$ cat src/rtl/pmask_pkg.sv
package pmask_pkg;

    localparam int unsigned MASK_W  = 64;
    localparam int unsigned FIELD_W = 4;

    // integer-mode selector codes
    typedef enum logic [2:0] {
        ISEL_ALL    = 3'd0,
        ISEL_UNARY  = 3'd1,
        ISEL_A      = 3'd2,
        ISEL_A_INV  = 3'd3,
        ISEL_B      = 3'd4,
        ISEL_B_INV  = 3'd5,
        ISEL_C      = 3'd6,
        ISEL_C_INV  = 3'd7
    } int_sel_e;

    // output controller states
    typedef enum logic [0:0] {
        ST_IDLE  = 1'b0,
        ST_FRESH = 1'b1
    } pm_state_e;

endpackage

$ cat src/rtl/pmask_int_gen.sv
module pmask_int_gen
    import pmask_pkg::*;
#(
    parameter int unsigned WIDTH = MASK_W
) (
    input  logic [2:0]       sel,
    input  logic [WIDTH-1:0] reg_a,
    input  logic [WIDTH-1:0] reg_b,
    input  logic [WIDTH-1:0] reg_c,
    output logic [WIDTH-1:0] mask
);
    localparam int unsigned SH_W = $clog2(WIDTH);
    localparam logic [WIDTH-1:0] ONE = {{(WIDTH-1){1'b0}}, 1'b1};

    int_sel_e sel_e;
    logic [WIDTH-1:0] unary;

    assign sel_e = int_sel_e'(sel);
    assign unary = ONE << reg_a[SH_W-1:0];

    always_comb begin
        unique case (sel_e)
            ISEL_ALL:   mask = '1;
            ISEL_UNARY: mask = unary;
            ISEL_A:     mask = reg_a;
            ISEL_A_INV: mask = ~reg_a;
            ISEL_B:     mask = reg_b;
            ISEL_B_INV: mask = ~reg_b;
            ISEL_C:     mask = reg_c;
            ISEL_C_INV: mask = ~reg_c;
            default:    mask = '0;
        endcase
    end

    // the unary form always has exactly one bit set
    always_comb begin
        if (sel_e == ISEL_UNARY) begin
            p_unary_single_r4: assert ($countones(unary) == 1 || $isunknown(reg_a))
                else $error("unary mask not one-hot");
        end
    end

endmodule

$ cat src/rtl/pmask_cond_gen.sv
module pmask_cond_gen
    import pmask_pkg::*;
#(
    parameter int unsigned ELEMS = MASK_W,
    parameter int unsigned FLD_W = FIELD_W,
    parameter int unsigned LEN_W = $clog2(ELEMS + 1)
) (
    input  logic [2:0]             sel,
    input  logic [ELEMS*FLD_W-1:0] fields,
    input  logic [LEN_W-1:0]       vl,
    output logic [ELEMS-1:0]       mask
);
    localparam int unsigned BIT_W = $clog2(FLD_W);

    logic [BIT_W-1:0] bit_idx;
    logic             invert;

    assign bit_idx = sel[BIT_W:1];
    assign invert  = sel[0];

    for (genvar i = 0; i < ELEMS; i++) begin : g_elem
        localparam logic [LEN_W-1:0] POS = LEN_W'(i);
        logic [FLD_W-1:0] fld;
        logic             picked;
        logic             active;

        assign fld    = fields[i*FLD_W +: FLD_W];
        assign picked = fld[bit_idx] ^ invert;
        assign active = (vl > POS);
        assign mask[i] = picked & active;
    end

endmodule

$ cat src/rtl/vec_pred_mask.sv
module vec_pred_mask
    import pmask_pkg::*;
#(
    parameter int unsigned ELEMS = MASK_W,
    parameter int unsigned FLD_W = FIELD_W,
    parameter int unsigned LEN_W = $clog2(ELEMS + 1)
) (
    input  logic                   clk,
    input  logic                   rst_n,
    input  logic                   req_valid,
    input  logic                   mode_cond,
    input  logic [2:0]             sel,
    input  logic [ELEMS-1:0]       reg_a,
    input  logic [ELEMS-1:0]       reg_b,
    input  logic [ELEMS-1:0]       reg_c,
    input  logic [ELEMS*FLD_W-1:0] cond_fields,
    input  logic [LEN_W-1:0]       vl,
    output logic                   mask_valid,
    output logic [ELEMS-1:0]       mask_out
);
    pm_state_e        state_q, state_d;
    logic [ELEMS-1:0] int_mask, cond_mask, mask_d, mask_q;

    pmask_int_gen #(.WIDTH(ELEMS)) u_int (
        .sel   (sel),
        .reg_a (reg_a),
        .reg_b (reg_b),
        .reg_c (reg_c),
        .mask  (int_mask)
    );

    pmask_cond_gen #(.ELEMS(ELEMS), .FLD_W(FLD_W), .LEN_W(LEN_W)) u_cond (
        .sel    (sel),
        .fields (cond_fields),
        .vl     (vl),
        .mask   (cond_mask)
    );

    assign mask_d = mode_cond ? cond_mask : int_mask;

    // next-state logic
    always_comb begin
        state_d = state_q;
        unique case (state_q)
            ST_IDLE:  if (req_valid) state_d = ST_FRESH;
            ST_FRESH: if (!req_valid) state_d = ST_IDLE;
            default:  state_d = ST_IDLE;
        endcase
    end

    // state register and mask capture
    always_ff @(posedge clk or negedge rst_n) begin
        if (!rst_n) begin
            state_q <= ST_IDLE;
            mask_q  <= '0;
        end else begin
            state_q <= state_d;
            if (req_valid) mask_q <= mask_d;
        end
    end

    // outputs
    always_comb begin
        mask_out   = mask_q;
        mask_valid = (state_q == ST_FRESH);
    end

    // valid strictly one cycle after a strobe
    p_valid_after_strobe_r2: assert property (@(posedge clk) disable iff (!rst_n)
        req_valid |=> mask_valid);
    p_valid_drops_r2: assert property (@(posedge clk) disable iff (!rst_n)
        !req_valid |=> !mask_valid);
    p_hold_mask_r2: assert property (@(posedge clk) disable iff (!rst_n)
        !req_valid |=> $stable(mask_out));
    // all-elements selector
    p_all_ones_r3: assert property (@(posedge clk) disable iff (!rst_n)
        (req_valid && !mode_cond && sel == 3'd0) |=> (mask_out == '1));
    // unary result is one-hot
    p_unary_onehot_r4: assert property (@(posedge clk) disable iff (!rst_n)
        (req_valid && !mode_cond && sel == 3'd1) |=> ($countones(mask_out) == 1));
    // condition mode never enables more elements than the length
    p_cond_within_len_r7: assert property (@(posedge clk) disable iff (!rst_n)
        (req_valid && mode_cond) |=> ($countones(mask_out) <= $past(vl)));

endmodule

$ cat config.mk
export PLATFORM = sky130hd
export DESIGN_NAME = vec_pred_mask
export DESIGN_NICKNAME = d
export VERILOG_FILES = /design/src/rtl/pmask_pkg.sv /design/src/rtl/pmask_int_gen.sv /design/src/rtl/pmask_cond_gen.sv /design/src/rtl/vec_pred_mask.sv
export SDC_FILE = /design/constraint.sdc
export NUM_CORES = 1
export LEC_CHECK = 0
export BUFFER_PORTS_ARGS = -buffer_cell sky130_fd_sc_hd__buf_2
export CAP_MARGIN = 20
export CELL_PAD_IN_SITES_DETAIL_PLACEMENT = 0
export CELL_PAD_IN_SITES_GLOBAL_PLACEMENT = 1
export CORE_AREA = 3 3 203 205
export CTS_CLUSTER_SIZE = 25
export DETAILED_ROUTE_END_ITERATION = 8
export DIE_AREA = 0 0 206 208
export GPL_TIMING_DRIVEN = 0
export MAX_ROUTING_LAYER = met4
export PLACE_DENSITY_LB_ADDON = 0.12
export SLEW_MARGIN = 40
export SYNTH_ARGS = -nofsm -noshare
export SYNTH_HDL_FRONTEND = slang
export SYNTH_HIERARCHICAL = 1
export SYNTH_SLANG_ARGS = --single-unit
$ cat constraint.sdc
create_clock -name clk -period 0.8 [get_ports clk]
set_input_delay 0.08 -clock clk [delete_from_list [all_inputs] [get_ports clk]]
set_output_delay 0.08 -clock clk [all_outputs]
set_load 0.01 [all_outputs]
Yosys cells after proc, flatten, opt, wreduce, memory -nomap -nowiden
Cells that the tools add are included.

$lt $le $gt $ge: 65. Equality and inequality tests: 7. Shifts and indexed selects: 1. Multiplexer cells: 131. Bitwise gates (word level): 131. Reductions and logical operators: 1.

Operator list (number): 64-bit one-hot mux with 8 select lines (1); 7-bit by 6-bit > comparator with 1-bit output (second input constant) (32); 64-bit NOT (3); 1-bit binary-select mux with 2-bit select (64); 7-bit by 5-bit > comparator with 1-bit output (second input constant) (16); 1-bit two-way mux (65); 1-bit bitwise AND (64); 64-bit two-way mux (1); 1-bit by 6-bit left shift with 64-bit output (first input constant) (1); 1-bit bitwise XOR (64); 7-bit by 4-bit > comparator with 1-bit output (second input constant) (8); 7-bit by 3-bit > comparator with 1-bit output (second input constant) (4); 7-bit by 1-bit > comparator with 1-bit output (second input constant) (2); 7-bit by 2-bit > comparator with 1-bit output (second input constant) (2); 3-bit equality test (second input constant) (4); 3-bit by 2-bit equality test with 1-bit output (second input constant) (2); 3-bit by 1-bit equality test with 1-bit output (second input constant) (1); 3-bit zero test (1); 2-bit by 3-bit less-than comparator with 1-bit output (second input constant) (1).

Register bits: 65. Input bits: 462. Output and inout bits: 65.

Longest topological paths before layout
Depth after elaboration: 5. Gate-level depth with buffers: 9.

Hierarchy
The synthesis kept the hierarchy.

By module, submodules not included: pmask_cond_gen (instances 1, cells each 306, area each 3007.9 um^2, seq. area each 0.0 um^2); vec_pred_mask (instances 1, cells each 278, area each 2991.6 um^2, seq. area each 1626.6 um^2); pmask_int_gen (instances 1, cells each 316, area each 2849.0 um^2, seq. area each 0.0 um^2).

Worst setup path after synthesis
Ideal clock, no wire load.

Kind: input port to flip-flop. Start point: input port sel[1]. End point: register mask_q[42], in the netlist mask_out[42]. Arrival: 1475 ps. Required time: 723 ps. Setup slack: -753 ps. Cell stages on the path: 7. Path buffers: 2. Path through: buf_6 buf_12 mux4_1 xnor2_1 a211oi_1 mux2i_1 a21oi_1.

Word-level cells in the longest chain between the ends: 5.

RTL lines: start, declared (RTL line vec_pred_mask.sv:12) `input logic [2:0] sel,`; 1-bit binary-select mux with 2-bit select (RTL line pmask_cond_gen.sv:28) `assign picked = fld[bit_idx] ^ invert;`; 1-bit two-way mux (not written as such) (RTL line pmask_cond_gen.sv:28); 1-bit bitwise XOR (RTL line pmask_cond_gen.sv:28); 1-bit bitwise AND (RTL line pmask_cond_gen.sv:30) `assign mask[i] = picked & active;`; net cond_mask[42] (RTL line vec_pred_mask.sv:22) `logic [ELEMS-1:0] int_mask, cond_mask, mask_d, mask_q;`; 64-bit two-way mux (RTL line vec_pred_mask.sv:39) `assign mask_d = mode_cond ? cond_mask : int_mask;`; end signal, assigned (RTL line vec_pred_mask.sv:58) `if (req_valid) mask_q <= mask_d;`; end, declared (RTL line vec_pred_mask.sv:22).

The timed path passes the listed nets, and every way through them passes these cells. The select of a mux whose other input is x is not followed. A chain may end at the register's enable or synchronous reset.

Worst setup path in the final report
Start point: input port sel[1]. End point: register mask_q[54], in the netlist mask_out[54].

The elaborated chain is that of the path after synthesis.

==> results.json <==
{
  "peakVddDrop_uv": 692.0,
  "rsz_0062_raised_after_global_routing": "yes",
  "worstSetupStartpointType": "input port",
  "drt_drc_violations_left": 0,
  "gate_family_responsible_for_the_most_delay_along_the_worst_path": "multiplexers",
  "fin_skew_ns": 0,
  "max_stage_delay_ns": 0.54,
  "final.setup.tns_ns": -41.74,
  "finalSetupViolCount": 129,
  "synth_area_leader_cell": "dfrtp_1",
  "power_per_cell_area_nw_per_um2": 1228,
  "gp_congestion": 0.8456,
  "post-route-worst-setup-slack_ns": -0.6095,
  "hp-class": "in2async",
  "firstDrtPassIters": 4,
  "ant_nets": 0,
  "boundaryPins": 527,
  "cts_num_sinks": 65,
  "clock-root-buffer": "clkbuf_16",
  "path_buf_inv": 3,
  "avgSynthCellArea_um2": 9.832,
  "synth.most_common_cell": "mux2i_1",
  "r2r-start": "mask_out[28]$_DFFE_PN0P_",
  "ys.flop_type": "dfrtp_1",
  "die_width_um": 206,
  "cts_buffer_depth": 2,
  "ff2ff_setup_slack_ns": -0.10,
  "placeableCoreArea_um2": 39640,
  "timing.critical_path.slowest_stage_cell": "mux4_2",
  "cts-buffers-inserted": 9,
  "syn-num-nets": 1362,
  "arr_time_crit_path_ns": 1.67,
  "netlist_top_cells_count": "mux2i_1 (128), xnor2_1 (127), a21oi_1 (107)",
  "finish.instance_area_um2": 15170,
  "timing.critical_path.required_ns": 1.06,
  "depth_of_the_most_critical_reg_to_reg_path": 4,
  "ctsHtreeMaxLevel": 3,
  "max_cap_check_violation_count": 0,
  "cts.clk_slew.worst_paths_ns": 0.06,
  "final.period_utilization": 1.762,
  "core_occupancy_in_the_finished_layout": 0.3826,
  "buffer_ports.inserted": 519,
  "fmax_mhz": 709.5,
  "shortest_period_the_worst_path_allows_ns": 1.410,
  "first_global_vias": 10089,
  "list_of_cells_traversed_by_the_critical_path": "buf_16 -> buf_4 -> buf_12 -> mux4_2 -> xnor2_2 -> a21oi_2 -> mux2i_1 -> a21oi_1",
  "globalRouteTotalUtil": 0.2245,
  "max_slew.worst_pin.slew_ns": 0.5532,
  "cp-end-kind": "register",
  "yosysUniqueCellTypes": 46,
  "power.leakage_nw": 6.732,
  "detail_route.wl_per_cell_um": 24.32,
  "grt_max_degree": 52,
  "dp.cells": 1945,
  "grt_antenna_before_repair": 4,
  "edff_count_synth": 0,
  "startpoint": "sel[1]",
  "floorplan.initialDensity": 0.2232,
  "yosysTopAreaCellShare": 0.1838,
  "die_height_um": 208,
  "slew_viol_final": 0,
  "violation_count_after_the_first_detailed_routing_iteration": 378,
  "failed_checks": "negative setup slack",
  "synth-seq-area-share": 0.1838,
  "synth-seq-cells": 65,
  "clkLatencyLatePin_ns": 0.33,
  "timing_hold_violations_final": 0,
  "ys_warn_count": 6,
  "worst-path-max-fanout": 7,
  "cts_tree": "yes",
  "hold_ws_ns": 0.1321,
  "core.rowCount": 73,
  "rr_endpoint": "mask_out[28]$_DFFE_PN0P_",
  "drt-total-wl_um": 49690,
  "via_count": 9630,
  "globalRoute.totalOverflow": 0,
  "synth_to_final_area_change_pct": 71.41,
  "synthCells": 900,
  "synth_area_um2": 8848,
  "global_route_wire_length_before_repair_um": 68000,
  "synth_area_leaders": "dfrtp_1 (18%), mux2i_1 (14%), xnor2_1 (13%)",
  "detailedPlacementHpwl_um": 41770,
  "share_of_layout_cells_above_drive_strength_1": 0.6695,
  "synth_async_sr_flop_share": 1.000,
  "slew_headroom": 0.6312,
  "post_layout_nonfiller_instances": 2043,
  "placed_cell_area_um2": 12160,
  "status": "complete, but fails checks",
  "n_fill_cell": 4147,
  "vias_per_cell": 4.714,
  "timing_worst_setup_path_type": "in2reg",
  "final_net_count": 1974,
  "die_area_um2": 42850
}
-- worst max path at each step --
stage | slack [ns] | cells after the start | endpoint
final | -0.61 | 8 | mask_out[54]$_DFFE_PN0P_
after floorplan | -0.66 | 7 | mask_out[6]$_DFFE_PN0P_
after global routing | -0.68 | 8 | mask_out[41]$_DFFE_PN0P_
after CTS | -0.66 | 8 | mask_out[50]$_DFFE_PN0P_
after global placement | -1.55 | 8 | mask_out[51]$_DFFE_PN0P_
after detailed placement | -1.58 | 8 | mask_out[50]$_DFFE_PN0P_
-- placed cells by master (no fill, tap or decap), types with 17 or more instances in the layout --
cell type / instances
buf_2: 511
mux2i_1: 98
nor2_1: 75
a21oi_1: 75
xnor2_1: 67
dfrtp_1: 65
mux4_2: 64
xnor2_2: 58
buf_4: 55
a2bb2oi_2: 54
buf_6: 36
o21ai_1: 35
buf_12: 32
a21oi_2: 28
nand2_1: 25
o21ai_2: 23
o21ai_0: 17
-- cell families (layout without fill, tap and decap cells) --
family	after synthesis	in the layout	share of synthesized area
muxes	192	192	0.3179
AOI/OAI and AO/OA	260	260	0.2202
xor gates and xnor gates	127	127	0.1257
other	0	2	0
and+or+nand+nor	161	161	0.08202
buffers and inverters	95	711	0.07042
DFF	65	65	0.1838
-- sequential cells by signal, indices dropped and copies added, names as in the netlist --
name	count
mask_out	64
mask_valid	1
-- worst reg2reg max path, stage by stage, from the launching register on --
cell	delay, ns
dfrtp_1	0.38
buf_4	0.14
buf_4	0.12
nor2_1	0.08
a21oi_1	0.05
-- routing by layer --
| metal | share of wire | vias up | GRT usage |
|---|---|---|---|
| met5 | 0 | - | - |
| met4 | 0.018 | 0 | 0.05150 |
| met3 | 0.054 | 42 | 0.02785 |
| met2 | 0.51 | 372 | 0.3941 |
| met1 | 0.42 | 4653 | 0.2741 |
| li1 | - | 4563 | - |
-- area by class of cell --
cell class,count,area (um2),area share
inverter,4,16.27,0.001072
multi-input combinational,740,7834,0.5165
clock inverter,3,40.04,0.002640
timing repair buffer,603,3810,0.2512
clock buffer,12,256.5,0.01691
antenna,2,5.005,0.0003300
tap,525,656.9,0.04331
sequential,65,1627,0.1072
buffer,89,922.1,0.06080
-- what timing repair did --
action / CTS / global route
setup endpoints to repair: 129 / 129
resized for setup: 283 / 183
hold buffers: 2 / 0
pin swaps: 47 / 82
endpoints found under the hold margin: 66 / 0
cloned: 9 / 4
buffers inserted: 33 / 38
-- metrics by stage --
| stage | power [mW] | setup WS, ns |
|---|---|---|
| after global routing | 19.67 | -0.6835 |
| after floorplan | 8.595 | -0.6624 |
| after global placement | 12.21 | -1.549 |
| after CTS | 17.86 | -0.6568 |
| after detailed placement | 12.27 | -1.585 |
| final | 18.63 | -0.6095 |
-- power by group --
group / switching, mW / internal [mW]
combinational: 5.03 / 5.31
sequential: 0.386 / 3.81
clock: 1.55 / 2.56
Power figures use the tool's default switching activity.
